`src/rtl/cps_pkg.sv`:
```
package cps_pkg;
  localparam int unsigned COEF_FRAC   = 16;
  localparam int unsigned COEF_UNITY  = 1 << COEF_FRAC;
  localparam int unsigned COEF_SMOOTH = 64881;

  typedef struct packed {
    logic pulse;
    logic full;
  } pcount_t;
endpackage

```
`src/rtl/cps_sync.sv`:
```
module cps_sync (
  input  logic clk,
  input  logic rst_n,
  input  logic d,
  output logic q
);
  logic meta;

  always_ff @(posedge clk) begin
    if (!rst_n) begin
      meta <= 1'b0;
      q    <= 1'b0;
    end else begin
      meta <= d;
      q    <= meta;
    end
  end
endmodule

```
`src/rtl/cps_pulse_counter.sv`:
```
module cps_pulse_counter #(
  parameter int unsigned DIV          = 4,
  parameter int unsigned LIMIT        = 3,
  parameter bit          STOP_AT_FULL = 1'b0
) (
  input  logic             clk,
  input  logic             rst_n,
  input  logic             run,
  input  logic             tick_en,
  output cps_pkg::pcount_t st
);
  localparam int unsigned TW = $clog2(DIV + 1);
  localparam int unsigned CW = $clog2(LIMIT + 1);

  logic [TW-1:0] tcnt;
  logic          pulse_q;
  logic [CW-1:0] cnt;
  logic          full;
  logic          timer_run;

  assign full = (cnt == CW'(LIMIT));

  generate
    if (STOP_AT_FULL) begin : g_stop
      assign timer_run = run && !full;
    end else begin : g_free
      assign timer_run = run;
    end
  endgenerate

  always_ff @(posedge clk) begin
    if (!rst_n) begin
      tcnt    <= '0;
      pulse_q <= 1'b0;
      cnt     <= '0;
    end else begin
      if (!timer_run) begin
        tcnt    <= '0;
        pulse_q <= 1'b0;
      end else begin
        pulse_q <= 1'b0;
        if (tick_en) begin
          if (tcnt == TW'(DIV - 1)) begin
            tcnt    <= '0;
            pulse_q <= 1'b1;
          end else begin
            tcnt <= tcnt + 1'b1;
          end
        end
      end
      if (!run) cnt <= '0;
      else if (pulse_q && !full) cnt <= cnt + 1'b1;
    end
  end

  assign st.pulse = pulse_q;
  assign st.full  = full;

  // count never passes its limit
  assert_count_bound_R5: assert property (@(posedge clk) disable iff (!rst_n)
    cnt <= CW'(LIMIT));
  // released or disarmed clears the count
  assert_idle_clears_R2: assert property (@(posedge clk) disable iff (!rst_n)
    !run |=> (cnt == '0 && !pulse_q));
endmodule

```
`src/rtl/cps_smoother.sv`:
```
module cps_smoother #(
  parameter int unsigned W = 32
) (
  input  logic                clk,
  input  logic                rst_n,
  input  logic                armed,
  input  logic                step,
  input  logic                hold,
  input  logic signed [W-1:0] sample,
  output logic signed [W-1:0] val
);
  import cps_pkg::*;
  localparam int unsigned AW = 2 * W;

  logic signed [AW-1:0] coef_old;
  logic signed [AW-1:0] coef_new;
  logic signed [AW-1:0] acc;
  logic signed [AW-1:0] shifted;

  assign coef_old = hold ? AW'(COEF_UNITY) : AW'(COEF_SMOOTH);
  assign coef_new = AW'(COEF_UNITY) - coef_old;
  assign acc      = coef_old * AW'(val) + coef_new * AW'(sample);
  assign shifted  = acc >>> COEF_FRAC;

  always_ff @(posedge clk) begin
    if (!rst_n)       val <= '0;
    else if (!armed)  val <= '0;
    else if (step)    val <= shifted[W-1:0];
  end

  // disarmed filter returns to zero
  assert_clear_unarmed_R6: assert property (@(posedge clk) disable iff (!rst_n)
    !armed |=> (val == '0));
  // unity coefficient freezes the value
  assert_hold_frozen_R7: assert property (@(posedge clk) disable iff (!rst_n)
    (armed && hold) |=> $stable(val));
endmodule

```
`src/rtl/comp_capture_seq.sv`:
```
module comp_capture_seq #(
  parameter int unsigned W          = 32,
  parameter int unsigned SLOW_DIV   = 4,
  parameter int unsigned FAST_DIV   = 1,
  parameter int unsigned HOLD_LIMIT = 3,
  parameter int unsigned CAL_LIMIT  = 40
) (
  input  logic                clk,
  input  logic                rst_n,
  input  logic                tick_en,
  input  logic                btn_raw,
  input  logic signed [W-1:0] live_mag,
  input  logic signed [W-1:0] live_ang,
  input  logic signed [W-1:0] stored_mag,
  output logic signed [W-1:0] smooth_mag,
  output logic signed [W-1:0] smooth_ang,
  output logic                done,
  output logic                led
);
  import cps_pkg::*;
  localparam int unsigned NCH = 2;

  logic    btn;
  pcount_t hold_st;
  pcount_t cal_st;
  logic    hold_full_d;
  logic    hold_rise;
  logic    force_clr;
  logic    armed;
  logic    blink;

  cps_sync u_sync (.clk(clk), .rst_n(rst_n), .d(btn_raw), .q(btn));

  cps_pulse_counter #(.DIV(SLOW_DIV), .LIMIT(HOLD_LIMIT), .STOP_AT_FULL(1'b0)) u_hold (
    .clk(clk), .rst_n(rst_n), .run(btn), .tick_en(tick_en), .st(hold_st));

  cps_pulse_counter #(.DIV(FAST_DIV), .LIMIT(CAL_LIMIT), .STOP_AT_FULL(1'b1)) u_cal (
    .clk(clk), .rst_n(rst_n), .run(armed), .tick_en(tick_en), .st(cal_st));

  assign hold_rise = hold_st.full && !hold_full_d;
  assign force_clr = done && (stored_mag == '0);

  always_ff @(posedge clk) begin
    if (!rst_n) begin
      hold_full_d <= 1'b0;
      armed       <= 1'b0;
      done        <= 1'b0;
    end else begin
      hold_full_d <= hold_st.full;
      if (force_clr)      armed <= 1'b0;
      else if (hold_rise) armed <= !armed;
      done <= armed && (done || cal_st.full);
    end
  end

  logic signed [W-1:0] samp [NCH];
  logic signed [W-1:0] outv [NCH];
  assign samp[0] = live_mag;
  assign samp[1] = live_ang;

  generate
    for (genvar c = 0; c < NCH; c++) begin : g_ch
      cps_smoother #(.W(W)) u_sm (
        .clk(clk), .rst_n(rst_n), .armed(armed), .step(cal_st.pulse),
        .hold(cal_st.full), .sample(samp[c]), .val(outv[c]));
    end
  endgenerate

  assign smooth_mag = outv[0];
  assign smooth_ang = outv[1];

  assign blink = (hold_st.pulse && btn && !hold_st.full)
              || (cal_st.pulse && armed && !cal_st.full);
  assign led   = done ^ blink;

  // hold count reaching its limit flips the arming latch
  assert_toggle_R3: assert property (@(posedge clk) disable iff (!rst_n)
    (hold_rise && !force_clr) |=> (armed != $past(armed)));
  // zero stored magnitude with done set disarms
  assert_force_clear_R8: assert property (@(posedge clk) disable iff (!rst_n)
    force_clr |=> !armed);
  // done only follows an armed cycle
  assert_done_needs_armed_R5: assert property (@(posedge clk) disable iff (!rst_n)
    !armed |=> !done);
  // no second toggle while the button stays held
  assert_single_toggle_R10: assert property (@(posedge clk) disable iff (!rst_n)
    (btn && hold_full_d) |-> !hold_rise);
endmodule

```
`config.mk`:
```
export PLATFORM = sky130hd
export DESIGN_NAME = comp_capture_seq
export DESIGN_NICKNAME = d
export VERILOG_FILES = /design/src/rtl/cps_pkg.sv /design/src/rtl/cps_sync.sv /design/src/rtl/cps_pulse_counter.sv /design/src/rtl/cps_smoother.sv /design/src/rtl/comp_capture_seq.sv
export SDC_FILE = /design/constraint.sdc
export NUM_CORES = 2
export LEC_CHECK = 0
export BUFFER_PORTS_ARGS = -buffer_cell sky130_fd_sc_hd__buf_2
export CELL_PAD_IN_SITES_DETAIL_PLACEMENT = 2
export CELL_PAD_IN_SITES_GLOBAL_PLACEMENT = 2
export CORE_MARGIN = 3
export CORE_UTILIZATION = 46
export CTS_CLUSTER_DIAMETER = 150
export DETAILED_ROUTE_END_ITERATION = 6
export PLACE_DENSITY_LB_ADDON = 0.1
export SYNTH_ARGS = -nofsm -noshare
export SYNTH_HDL_FRONTEND = slang
export SYNTH_SLANG_ARGS = --single-unit
```
`constraint.sdc`:
```
create_clock -name clk -period 19.23 [get_ports clk]
set_input_delay 0.9615 -clock clk [delete_from_list [all_inputs] [get_ports clk]]
set_output_delay 0.9615 -clock clk [all_outputs]
set_load 0.02 [all_outputs]
```
==> reports/summary.json <==
{
  "worst_setup_path": {
    "cp.required_ps": 19490,
    "worstSetupStartpointType": "flop",
    "worstSetupStartpoint": "u_cal.cnt[0]",
    "cp_max_fo": 133,
    "crit_type": "flop to flop",
    "cp.arrival_ps": 10330,
    "worstSetupEndpoint": "g_ch[0].u_sm.val[29]",
    "worstSetupEndpointType": "flop",
    "path_common_cell": "fa_1",
    "r2r-start": "u_cal.cnt[0]",
    "timing.critical_path.slowest_stage_cell": "fa_1",
    "critPathMaxStageDelay_ps": 580,
    "reg2reg_depth": 30,
    "ff2ff_setup_slack_ps": 9160,
    "r2r-end": "g_ch[0].u_sm.val[29]"
  },
  "drt": {
    "finalWirelength_um": 142000,
    "wl_per_cell_um": 23.0,
    "vias": 31900,
    "drt-initial-drc-count": 915,
    "drt_pre_antenna_iters": 7,
    "post-route-drc-count": 0,
    "post_detailed_route_via_to_cell_ratio": 5.16,
    "drt.antenna.violating_nets": 0
  },
  "synthesis": {
    "fraction_of_registers_with_async_set_reset_pct": 0,
    "synthesis.yosys.warnings": 0,
    "ys.flop_type": "dfxtp_1",
    "synth.ff_latch_count": 82,
    "synth.largest_area_cell": "fa_1",
    "synth_most_common_cell": "inv_1",
    "synth.top_cell.area_share_pct": 40.2,
    "avgSynthCellArea_um2": 9.54,
    "yosys-top-cells-area": "fa_1 40%, ha_1 30%, inv_1 14%",
    "synth_cells": 4798,
    "yosysSeqAreaShare_pct": 3.59,
    "netlist_area_mm2": 0.0458,
    "synth-edff-count": 0,
    "number_of_distinct_library_cells_after_synthesis": 65,
    "synth_commonest_cells": "1665 x inv_1, 1100 x ha_1, 920 x fa_1"
  },
  "grt": {
    "global_route_wire_length_before_repair_um": 224000,
    "grt_pass1_vias": 39600,
    "grtUsageTotal_pct": 28.5,
    "number_of_antenna_violations_at_the_first_check_in_global_routing": 5,
    "largest_net_degree_at_the_start_of_global_routing": 134,
    "grt_overflow_total": 0
  },
  "placement": {
    "place_hpwl_um": 130000,
    "finalWeightedCongestion": 0.880,
    "dp.cells": 6155,
    "io_buffers": 165
  },
  "timing": {
    "hold_violations": 0,
    "fmax_ghz": 0.0993,
    "final-setup-viol-count": 0,
    "tightest_slew_margin_relative_to_the_limit_pct": 36.8,
    "unrepaired_setup_endpoints_after_global_routing": "false",
    "holdWs_ps": 447,
    "finalCritPeriodShare_pct": 52.3,
    "fin_skew_ps": 14.1,
    "worstMarginPinSlew_ps": 945,
    "timing.setup.tns_ps": 0,
    "post-route-min-period_ps": 10070,
    "final-max-slew-violation-count": 0
  },
  "run_status": {
    "run_status": "finished clean"
  },
  "clock_tree": {
    "postCtsResizedCells": 0,
    "tritoncts.num_buffers": 9,
    "clk_pin_slew_ps": 70,
    "cts.path.max_buffers": 2,
    "cts_setup_buffers": 0,
    "cts_tree": "yes",
    "post_cts_hold_buffer_count": 0,
    "tritoncts_num_sinks": 82,
    "h-tree-depth": 3,
    "clock_root_buffer": "clkbuf_16",
    "worst_skew_pair.late_latency_ps": 370
  },
  "finish": {
    "post_synthesis_to_final_layout_area_growth_pct": 5.35,
    "n_fill_cell": 10600,
    "instances_no_fill": 6176,
    "drive_above_1_share_pct": 4.30,
    "layout.nets": 6999
  },
  "worst_hold_path": {
    "hold_path_class": "flop to flop",
    "min-delay-start": "u_sync.meta"
  },
  "floorplanning": {
    "coreArea_mm2": 0.0986,
    "die_width_um": 321,
    "design.portCount": 166,
    "row_count": 115,
    "die_y_um": 321,
    "initial_utilization_pct": 46.4,
    "design.die.area_mm2": 0.103
  },
  "pwr": {
    "ir_drop_uv": 107,
    "cellPowerDensity_mw_per_mm2": 95.5,
    "power.total_mw": 4.60,
    "static_power_due_to_leakage_nw": 29.3
  },
  "flow_run": {
    "max-cap-violations": 0
  }
}
-- final cells by class --
type	instances	area, µm²	share of cell area (%)
multi-input combinational	2951	37500	77.8
inverter	1665	6250	13.0
sequential	82	1650	3.41
tap	1287	1610	3.34
timing repair buffer	170	876	1.82
clock buffer	11	243	0.503
clock inverter	5	86.3	0.179
antenna	5	12.5	0.0259
-- where the power goes --
part           internal, mW  total (mW)  leakage [nW]  switching [mW]
combinational          1.66        4.24          28.5            2.58
clock                 0.118       0.199         0.160          0.0801
sequential            0.170       0.170         0.661        0.000109
total                  1.95        4.60          29.3            2.66
-- cell usage in the layout, fill, tap and decap left out, drive strengths merged, types with 11 or more instances in the layout --
master	instances
a21o	45
a21oi	85
and2	51
and3	14
buf	170
clkbuf	11
dfxtp	82
fa	920
ha	1100
inv	1666
mux2i	31
nand2	280
nand3	26
nand4	22
nor2	77
o21ai	70
o21bai	13
xnor2	62
xor2	26
-- layer usage --
| layer | global-route usage [%] | wire length (µm) | vias up |
|---|---|---|---|
| li1 | - | - | 14400 |
| met1 | 32.1 | 54800 | 16700 |
| met2 | 54.6 | 76300 | 501 |
| met3 | 1.98 | 2810 | 262 |
| met4 | 13.3 | 7950 | 0 |
| met5 | 0 | 0 | - |
-- cell families after synthesis --
family | synth area share (%)
fa+ha+maj | 70.3
flops | 3.59
simple gates | 5.13
buf+inv | 14.5
mux | 0.752
xor+xnor | 1.68
compound gates | 4.00
other cells | 0.00819
-- sequential cells by signal, summed over array words and instances, names as in the netlist --
register	flops
armed	1
done	1
g_ch.u_sm.val	64
hold_full_d	1
u_cal.cnt	6
u_cal.pulse_q	1
u_hold.cnt	2
u_hold.pulse_q	1
u_hold.tcnt	3
u_sync.meta	1
u_sync.q	1
-- stage by stage --
stage / cell area [µm²] / setup slack [ps] / utilization [%]
after global placement: 47900 / 9640 / 48.6
after CTS: 48200 / 9210 / 48.9
after detailed placement: 47900 / 9290 / 48.6
after global routing: 48200 / 8700 / 48.9
after floorplan: 45800 / 10730 / -
final: 48200 / 9160 / 48.9
-- how the worst min path moves through the flow --
stage,to,slack (ps),depth (start not counted)
3_3_place_gp,u_sync.q,420,1
5_1_grt,u_sync.q,470,1
2_1_floorplan,u_hold.pulse_q,400,1
4_1_cts,u_hold.pulse_q,440,1
6_report,u_sync.q,450,1
3_5_place_dp,u_hold.pulse_q,430,1
-- worst max-delay path, delay by kind of cell, from the launching register on --
| kind | cells | cell delay (ps) |
|---|---|---|
| adder cells (fa/ha/maj) | 11 | 5060 |
| AO/OA/AOI/OAI | 10 | 2580 |
| buffers and inverters | 7 | 1310 |
| AND/OR/NAND/NOR | 2 | 520 |
| flip-flops | 1 | 370 |
(Power assumes the default switching activity.)
